==> src/rtl/ocp_pkg.sv <==
package ocp_pkg;
  localparam int unsigned ADDR_W = 2;
  localparam logic [ADDR_W-1:0] ADDR_NONE  = 2'd0;
  localparam logic [ADDR_W-1:0] ADDR_FORCE = 2'd1;
  localparam logic [ADDR_W-1:0] ADDR_MASK  = 2'd2;
  localparam logic [ADDR_W-1:0] ADDR_DATA  = 2'd3;

  typedef enum logic [1:0] {
    BUS_IDLE  = 2'd0,
    BUS_READ  = 2'd1,
    BUS_WRITE = 2'd2
  } bus_op_e;
endpackage

==> src/rtl/ocp_regs.sv <==
module ocp_regs
  import ocp_pkg::*;
#(
  parameter int unsigned DW   = 8,
  parameter int unsigned N_CH = 5
) (
  input  logic              clk,
  input  logic              rst,
  input  bus_op_e           op,
  input  logic [ADDR_W-1:0] addr,
  input  logic [DW-1:0]     wdata,
  output logic [DW-1:0]     mask_q,
  output logic [DW-1:0]     data_q,
  output logic [DW-1:0]     rdata_q
);
  localparam int unsigned LSB = DW - N_CH;

  logic wr_mask, wr_data;
  assign wr_mask = (op == BUS_WRITE) && (addr == ADDR_MASK);
  assign wr_data = (op == BUS_WRITE) && (addr == ADDR_DATA);

  for (genvar b = 0; b < DW; b++) begin : g_bit
    if (b >= LSB) begin : g_impl
      always_ff @(posedge clk) begin
        if (rst) begin
          mask_q[b] <= 1'b0;
          data_q[b] <= 1'b0;
        end else begin
          if (wr_mask) mask_q[b] <= wdata[b];
          if (wr_data) data_q[b] <= wdata[b];
        end
      end
    end else begin : g_none
      assign mask_q[b] = 1'b0;
      assign data_q[b] = 1'b0;
    end
  end

  logic [DW-1:0] rd_mux;
  always_comb begin
    unique case (addr)
      ADDR_MASK: rd_mux = mask_q;
      ADDR_DATA: rd_mux = data_q;
      default:   rd_mux = '0;
    endcase
  end

  always_ff @(posedge clk) begin
    if (rst) rdata_q <= '0;
    else if (op == BUS_READ) rdata_q <= rd_mux;
    else rdata_q <= '0;
  end

  if (LSB > 0) begin : g_chk
    AST_RDATA_LOW_ZERO: assert property (@(posedge clk) disable iff (rst)
      rdata_q[LSB-1:0] == '0);
  end
  AST_READ_IDLE_ZERO: assert property (@(posedge clk) disable iff (rst)
    $past(op) != BUS_READ |-> rdata_q == '0);
endmodule

==> src/rtl/ocp_force.sv <==
module ocp_force
  import ocp_pkg::*;
#(
  parameter int unsigned DW   = 8,
  parameter int unsigned N_CH = 5
) (
  input  logic              clk,
  input  logic              rst,
  input  bus_op_e           op,
  input  logic [ADDR_W-1:0] addr,
  input  logic [DW-1:0]     wdata,
  input  logic [N_CH-1:0]   match,
  output logic [N_CH-1:0]   act_now,
  output logic [N_CH-1:0]   act_q,
  output logic [N_CH-1:0]   flag_q
);
  logic force_hit;
  assign force_hit = (op == BUS_WRITE) && (addr == ADDR_FORCE);

  for (genvar c = 0; c < N_CH; c++) begin : g_ch
    logic forced;
    assign forced     = force_hit & wdata[DW-1-c];
    assign act_now[c] = forced | match[c];

    always_ff @(posedge clk) begin
      if (rst) begin
        act_q[c]  <= 1'b0;
        flag_q[c] <= 1'b0;
      end else begin
        act_q[c]  <= act_now[c];
        flag_q[c] <= match[c];
      end
    end
  end

  AST_FLAG_NEEDS_ACT: assert property (@(posedge clk) disable iff (rst)
    (flag_q & ~act_q) == '0);
  AST_FLAG_ONLY_ON_MATCH: assert property (@(posedge clk) disable iff (rst)
    !$past(rst) |-> flag_q == $past(match));
endmodule

==> src/rtl/ocp_port.sv <==
module ocp_port #(
  parameter int unsigned DW   = 8,
  parameter int unsigned N_CH = 5
) (
  input  logic          clk,
  input  logic          rst,
  input  logic          act1_now,
  input  logic          act1_q,
  input  logic [DW-1:0] mask,
  input  logic [DW-1:0] data,
  output logic [DW-1:0] port_q
);
  localparam int unsigned LSB = DW - N_CH;

  for (genvar b = 0; b < DW; b++) begin : g_pin
    if (b >= LSB) begin : g_drv
      always_ff @(posedge clk) begin
        if (rst) port_q[b] <= 1'b0;
        else if (act1_now && mask[b]) port_q[b] <= data[b];
      end
    end else begin : g_undriven
      assign port_q[b] = 1'b0;
    end
  end

  AST_PORT_HOLD: assert property (@(posedge clk) disable iff (rst)
    !act1_q |-> $stable(port_q));
  AST_PORT_UPDATE: assert property (@(posedge clk) disable iff (rst)
    act1_q |-> port_q == (($past(port_q) & ~$past(mask)) | ($past(data) & $past(mask))));
  if (LSB > 0) begin : g_chk
    AST_PORT_LOW_ZERO: assert property (@(posedge clk) disable iff (rst)
      port_q[LSB-1:0] == '0);
  end
endmodule

==> src/rtl/ocp_top.sv <==
module ocp_top
  import ocp_pkg::*;
#(
  parameter int unsigned DW   = 8,
  parameter int unsigned N_CH = 5
) (
  input  logic              clk,
  input  logic              rst,
  input  logic              bus_sel,
  input  logic              bus_wr,
  input  logic [ADDR_W-1:0] bus_addr,
  input  logic [DW-1:0]     bus_wdata,
  output logic [DW-1:0]     bus_rdata,
  input  logic [N_CH-1:0]   cmp_match,
  output logic [N_CH-1:0]   act_pulse,
  output logic [N_CH-1:0]   flag_req,
  output logic [DW-1:0]     port_q
);
  bus_op_e op;
  always_comb begin
    if (!bus_sel)   op = BUS_IDLE;
    else if (bus_wr) op = BUS_WRITE;
    else            op = BUS_READ;
  end

  logic [DW-1:0]   mask_q, data_q;
  logic [N_CH-1:0] act_now;

  ocp_regs #(.DW(DW), .N_CH(N_CH)) u_regs (
    .clk(clk), .rst(rst), .op(op), .addr(bus_addr), .wdata(bus_wdata),
    .mask_q(mask_q), .data_q(data_q), .rdata_q(bus_rdata)
  );

  ocp_force #(.DW(DW), .N_CH(N_CH)) u_force (
    .clk(clk), .rst(rst), .op(op), .addr(bus_addr), .wdata(bus_wdata),
    .match(cmp_match), .act_now(act_now), .act_q(act_pulse), .flag_q(flag_req)
  );

  ocp_port #(.DW(DW), .N_CH(N_CH)) u_port (
    .clk(clk), .rst(rst), .act1_now(act_now[0]), .act1_q(act_pulse[0]),
    .mask(mask_q), .data(data_q), .port_q(port_q)
  );

  AST_FORCE_ZERO_NO_ACT: assert property (@(posedge clk) disable iff (rst)
    $past(cmp_match) == '0 && !($past(bus_sel) && $past(bus_wr)) |-> act_pulse == '0);
endmodule

==> config.mk <==
export PLATFORM = sky130hd
export DESIGN_NAME = ocp_top
export DESIGN_NICKNAME = d
export VERILOG_FILES = /design/src/rtl/ocp_pkg.sv /design/src/rtl/ocp_regs.sv /design/src/rtl/ocp_force.sv /design/src/rtl/ocp_port.sv /design/src/rtl/ocp_top.sv
export SDC_FILE = /design/constraint.sdc
export NUM_CORES = 1
export LEC_CHECK = 0
export BUFFER_PORTS_ARGS = -buffer_cell sky130_fd_sc_hd__buf_4
export CAP_MARGIN = 0
export CORE_AREA = 4 4 59 61
export DETAILED_ROUTE_END_ITERATION = 8
export DIE_AREA = 0 0 63 65
export GPL_TIMING_DRIVEN = 0
export PLACE_DENSITY = 0.71
export SYNTH_ARGS = -nofsm -noshare
export SYNTH_HDL_FRONTEND = slang
export SYNTH_SLANG_ARGS = --single-unit
==> constraint.sdc <==
create_clock -name clk -period 0.94 [get_ports clk]
set_input_delay 0.141 -clock clk [delete_from_list [all_inputs] [get_ports clk]]
set_output_delay 0.141 -clock clk [all_outputs]
set_load 0.05 [all_outputs]
### Yosys cells after proc, flatten, opt, wreduce, memory -nomap -nowiden

Index checks and enable logic that the tools add are counted.

| cells by class | value |
|---|---|
| eq/ne operators | 5 |
| multiplexer cells | 3 |
| bitwise gates (word level) | 11 |
| reductions and logical operators | 9 |

Operator list:

| cell | count |
|---|---|
| case mux 8 bit (2 select lines) | 1 |
| logical AND 1 bit | 8 |
| == test 2 bit (second input constant) | 3 |
| bitwise AND 1 bit | 5 |
| OR 1 bit | 5 |
| == test 2 x 1 -> 1 bit (second input constant) | 2 |
| 2-to-1 mux 2 bit | 2 |
| OR reduction 2 bit | 1 |
| inverter 1 bit | 1 |

| word-level totals | value |
|---|---|
| flip-flop bits (word level) | 33 |
| input port bits | 19 |
| output and inout bits | 26 |
| logic and storage cells | 54 |

### Logic depth before layout (Yosys ltp)

| depth | value |
|---|---|
| depth in word-level cells | 7 |
| depth in mapped cells | 4 |
| gate-level depth less buffers | 3 |

### Cells and area by module

Synthesis repeated with hierarchy kept, for this count alone.

| unflattened totals | value |
|---|---|
| cell total of the unflattened synthesis | 121 |
| area total of the unflattened synthesis | 1330.0 µm² |

By module, submodules not included:

| module | times used | cells each | area an instance (µm²) | seq. area each (µm²) |
|---|---|---|---|---|
| ocp_regs | 1 | 66 | 725.7 | 300.3 |
| ocp_force | 1 | 28 | 346.6 | 200.2 |
| ocp_port | 1 | 25 | 241.5 | 100.1 |
| ocp_top | 1 | 2 | 16.3 | 0.0 |

### Least setup slack after synthesis

No wires, ideal clock.

| path | value |
|---|---|
| path kind | input -> register |
| from | input bus_wdata[7] |
| to | register u_port.port_q[3] |
| setup time | 0.072 ns |
| arrival time | 0.821 ns |
| required time | 0.868 ns |
| path slack | 0.047 ns |
| stages on the path | 4 |
| path buffers | 1 |
| cell sequence | clkbuf_1 nand4b_1 o21ai_0 mux2i_1 |

| between the ends | value |
|---|---|
| longest elaborated chain between the ends | 3 |

RTL lines:

| element | line | text |
|---|---|---|
| start: declaration | ocp_top.sv:12 | `input logic [DW-1:0] bus_wdata,` |
| bitwise AND 1 bit | ocp_force.sv:22 | `assign forced = force_hit & wdata[DW-1-c];` |
| OR 1 bit | ocp_force.sv:23 | `assign act_now[c] = forced \| match[c];` |
| logical AND 1 bit | ocp_port.sv:19 | `else if (act1_now && mask[b]) port_q[b] <= data[b];` |
| end signal: indexed assignment | ocp_port.sv:19 |  |
| end: declaration | ocp_port.sv:11 | `output logic [DW-1:0] port_q` |

No other way between the ends.
A chain may end at the register's enable or synchronous reset.

### Final worst setup path

| path | value |
|---|---|
| from | register u_port.port_q[3] |
| to | output port_q[3] |

RTL lines:

| element | line | text |
|---|---|---|
| end: declaration | ocp_top.sv:17 | `output logic [DW-1:0] port_q` |

No word-level cell between the ends.

==> flow_metrics.tcl <==
set metrics [dict create \
    status "finished with violations" \
    violations "negative setup slack" \
    rsz0062_at_grt "yes" \
    start_util_pct 41.1 \
    cts.sinks 30 \
    ios 45 \
    core_um2 2980 \
    fin_area_um2 1800 \
    setup_violations 20 \
    antenna_found_initial 0 \
    syn_avg_cell_area_um2 10.2 \
    comb_power_share_pct 16.5 \
    worst_skew_pair.late_latency_ns 0.33 \
    hp-class "input pin to register" \
    placedInstanceArea_um2 1530 \
    post_drt_wl_per_cell_um 14.1 \
    wl_um 2840 \
    synth_seq_cells 30 \
    first_iter_violations 19 \
    crit_buf_inv 1 \
    die_y_um 65 \
    syn_inst 120 \
    root_buffer "clkbuf_4" \
    critPathCaptureType "output pin" \
    vdd_drop_max_mv 1.11 \
    cts_max_level 2 \
    crit_family "flip-flops" \
    final.period_utilization_pct 103 \
    place.gp.congestion 0.861 \
    grt_pass1_wl_um 4620 \
    finalNonFillerCells 201 \
    p_per_area_nw_per_um2 1430 \
    power.share.clock_pct 31.7 \
    vias 1006 \
    drt_pre_antenna_iters 4 \
    drc 0 \
    seqPwrFrac_pct 51.8 \
    cp_max_fo 2 \
    p_leak_nw 0.831 \
    routed_via_density 5.00 \
    timing.fmax_mhz 1030 \
    netlist.area_leader.share_pct 49.1 \
    hpwlAfterDp_um 2040 \
    cp-start-kind "register" \
    cp.required_ns 0.80 \
    cpPeakStageDelay_ns 0.36 \
    crit_slowest_cell "dfxtp_2" \
    ys_warn_count 0 \
    gr-total-overflow 0 \
    cts_made_buffers 5 \
    finalPower_mw 2.57 \
    antenna_cells 0 \
    crit_type "register to output pin" \
    synth_area_um2 1220 \
    area_growth_pct 47.0 \
    slew_violations 0 \
    yosys-top-cells-area "dfxtp_1 49%, mux2i_1 16%, nand2b_1 5.1%" \
    seq_area_frac_synth_pct 49.1 \
    finalNetCount 186 \
    intPower_mw 1.84 \
    cts_max_path_buffers 2 \
    fillers 278 \
    grt_start_max_net_pins 11 \
    switchingPower_uw 731 \
    die_w_um 63 \
    fin_skew_ns 0.000982 \
    cp.arrival_ns 0.83 \
    synth_top_cell_by_area "dfxtp_1" \
    path_clk_slew_ns 0.09 \
    cap_violations 0 \
    sw_frac_of_total_pct 28.4 \
    cp_cell_sequence "buf_8" \
    drive_gt1_share_pct 50.0 \
    numPortBuffers 33 \
    design.die.area_um2 4100 \
    num_rows 20 \
    grt_pass1_vias 992 \
    detail-route-antenna-nets 0 \
    cts_tree "done" \
    layout_commonest_cell "dfxtp_2" \
    finalHoldViolations 0 \
    period_needed_ns 0.972 \
    yosysUniqueCellTypes 19 \
    fin_ws_ns -0.0323 \
    final_cell_mix "25 x dfxtp_2, 23 x buf_4, 20 x mux2i_1" \
    track_usage_pct 14.9 \
    placedCellCount 191 \
]
[per-stage QoR]
stage	util [%]	hold WS [ns]	setup TNS [ns]	worst slack, ns
4_1_cts	59.3	0.00137	-0.711	-0.0506
5_1_grt	60.4	0.00162	-1.42	-0.0856
3_5_place_dp	51.4	0.362	-2.99	-0.209
3_3_place_gp	51.4	0.357	-2.39	-0.185
2_1_floorplan	-	0.224	0	0.0473
6_report	60.4	0.0163	-0.363	-0.0323
[cells in the mapped netlist]
cell type / count
mux2i_1: 20
nor2b_1: 6
dfxtp_1: 30
clkbuf_1: 2
a21o_1: 4
nand4b_2: 1
buf_4: 8
nor3b_2: 1
conb_1: 1
a41oi_1: 1
o21ai_1: 1
nand4bb_1: 1
nand2b_1: 10
nand4b_1: 5
o21ai_0: 4
nor2_1: 16
nand2_1: 6
nand4_2: 1
buf_2: 2
[sequential cells by signal (all words and copies together), names as in the netlist]
name / flops
u_force.act_q: 5
u_force.flag_q: 5
u_port.port_q: 5
u_regs.data_q: 5
u_regs.mask_q: 5
u_regs.rdata_q: 5
[power by group through the flow]
| stage | logic (mW) | registers (mW) | clock network [mW] |
|---|---|---|---|
| after floorplan | 0.183 | 1.43 | 0 |
| after global placement | 0.382 | 1.35 | 0 |
| after detailed placement | 0.390 | 1.35 | 0 |
| after CTS | 0.419 | 1.33 | 0.839 |
| after global routing | 0.452 | 1.34 | 0.917 |
| final | 0.425 | 1.33 | 0.816 |
[worst paths after layout]
path	start	end	slack (ns)	cells after the start
max reg2reg	u_regs.mask_q[5]	u_port.port_q[5]	0.03	3
max	u_port.port_q[3]	port_q[3]	-0.03	1
min	bus_wdata[4]	u_force.act_q[3]	0.02	2
min reg2reg	u_port.port_q[4]	u_port.port_q[4]	0.49	2
[metal layers]
| metal | global-route usage [%] | part of all wire, % | vias to the layer above | wire, um |
|---|---|---|---|---|
| met5 | 0 | 0 | - | 0 |
| met4 | 6.06 | 1.9 | 0 | 55 |
| met3 | 8.49 | 11 | 7 | 315 |
| met2 | 23.6 | 48 | 42 | 1360 |
| met1 | 16.4 | 39 | 464 | 1110 |
| li1 | - | - | 493 | - |
[what timing repair did]
item	CTS	global route
hold buffers	0	0
pin swaps	0	0
setup endpoints to repair	24	25
resized for setup	62	9
buffers inserted	2	1
[cell families (layout without fill, tap and decap cells)]
family / count (synthesis) / after routing / share of synthesized area, %
simple gates: 47 / 47 / 22.7
flops: 30 / 30 / 49.1
mux: 20 / 20 / 16.4
buf+inv: 12 / 55 / 6.34
compound gates: 10 / 10 / 5.21
other cells: 1 / 6 / 0.306
[layout make-up]
type / count / area [um^2] / share of cell area (%)
Sequential cell: 30 / 632 / 35.1
Multi-Input combinational cell: 83 / 576 / 32.0
Timing Repair Buffer: 36 / 417 / 23.2
Buffer: 11 / 70.1 / 3.89
Clock buffer: 6 / 51.3 / 2.85
Tap cell: 33 / 41.3 / 2.29
Clock inverter: 2 / 12.5 / 0.695
Note: power is estimated with default switching activity, not from simulation.
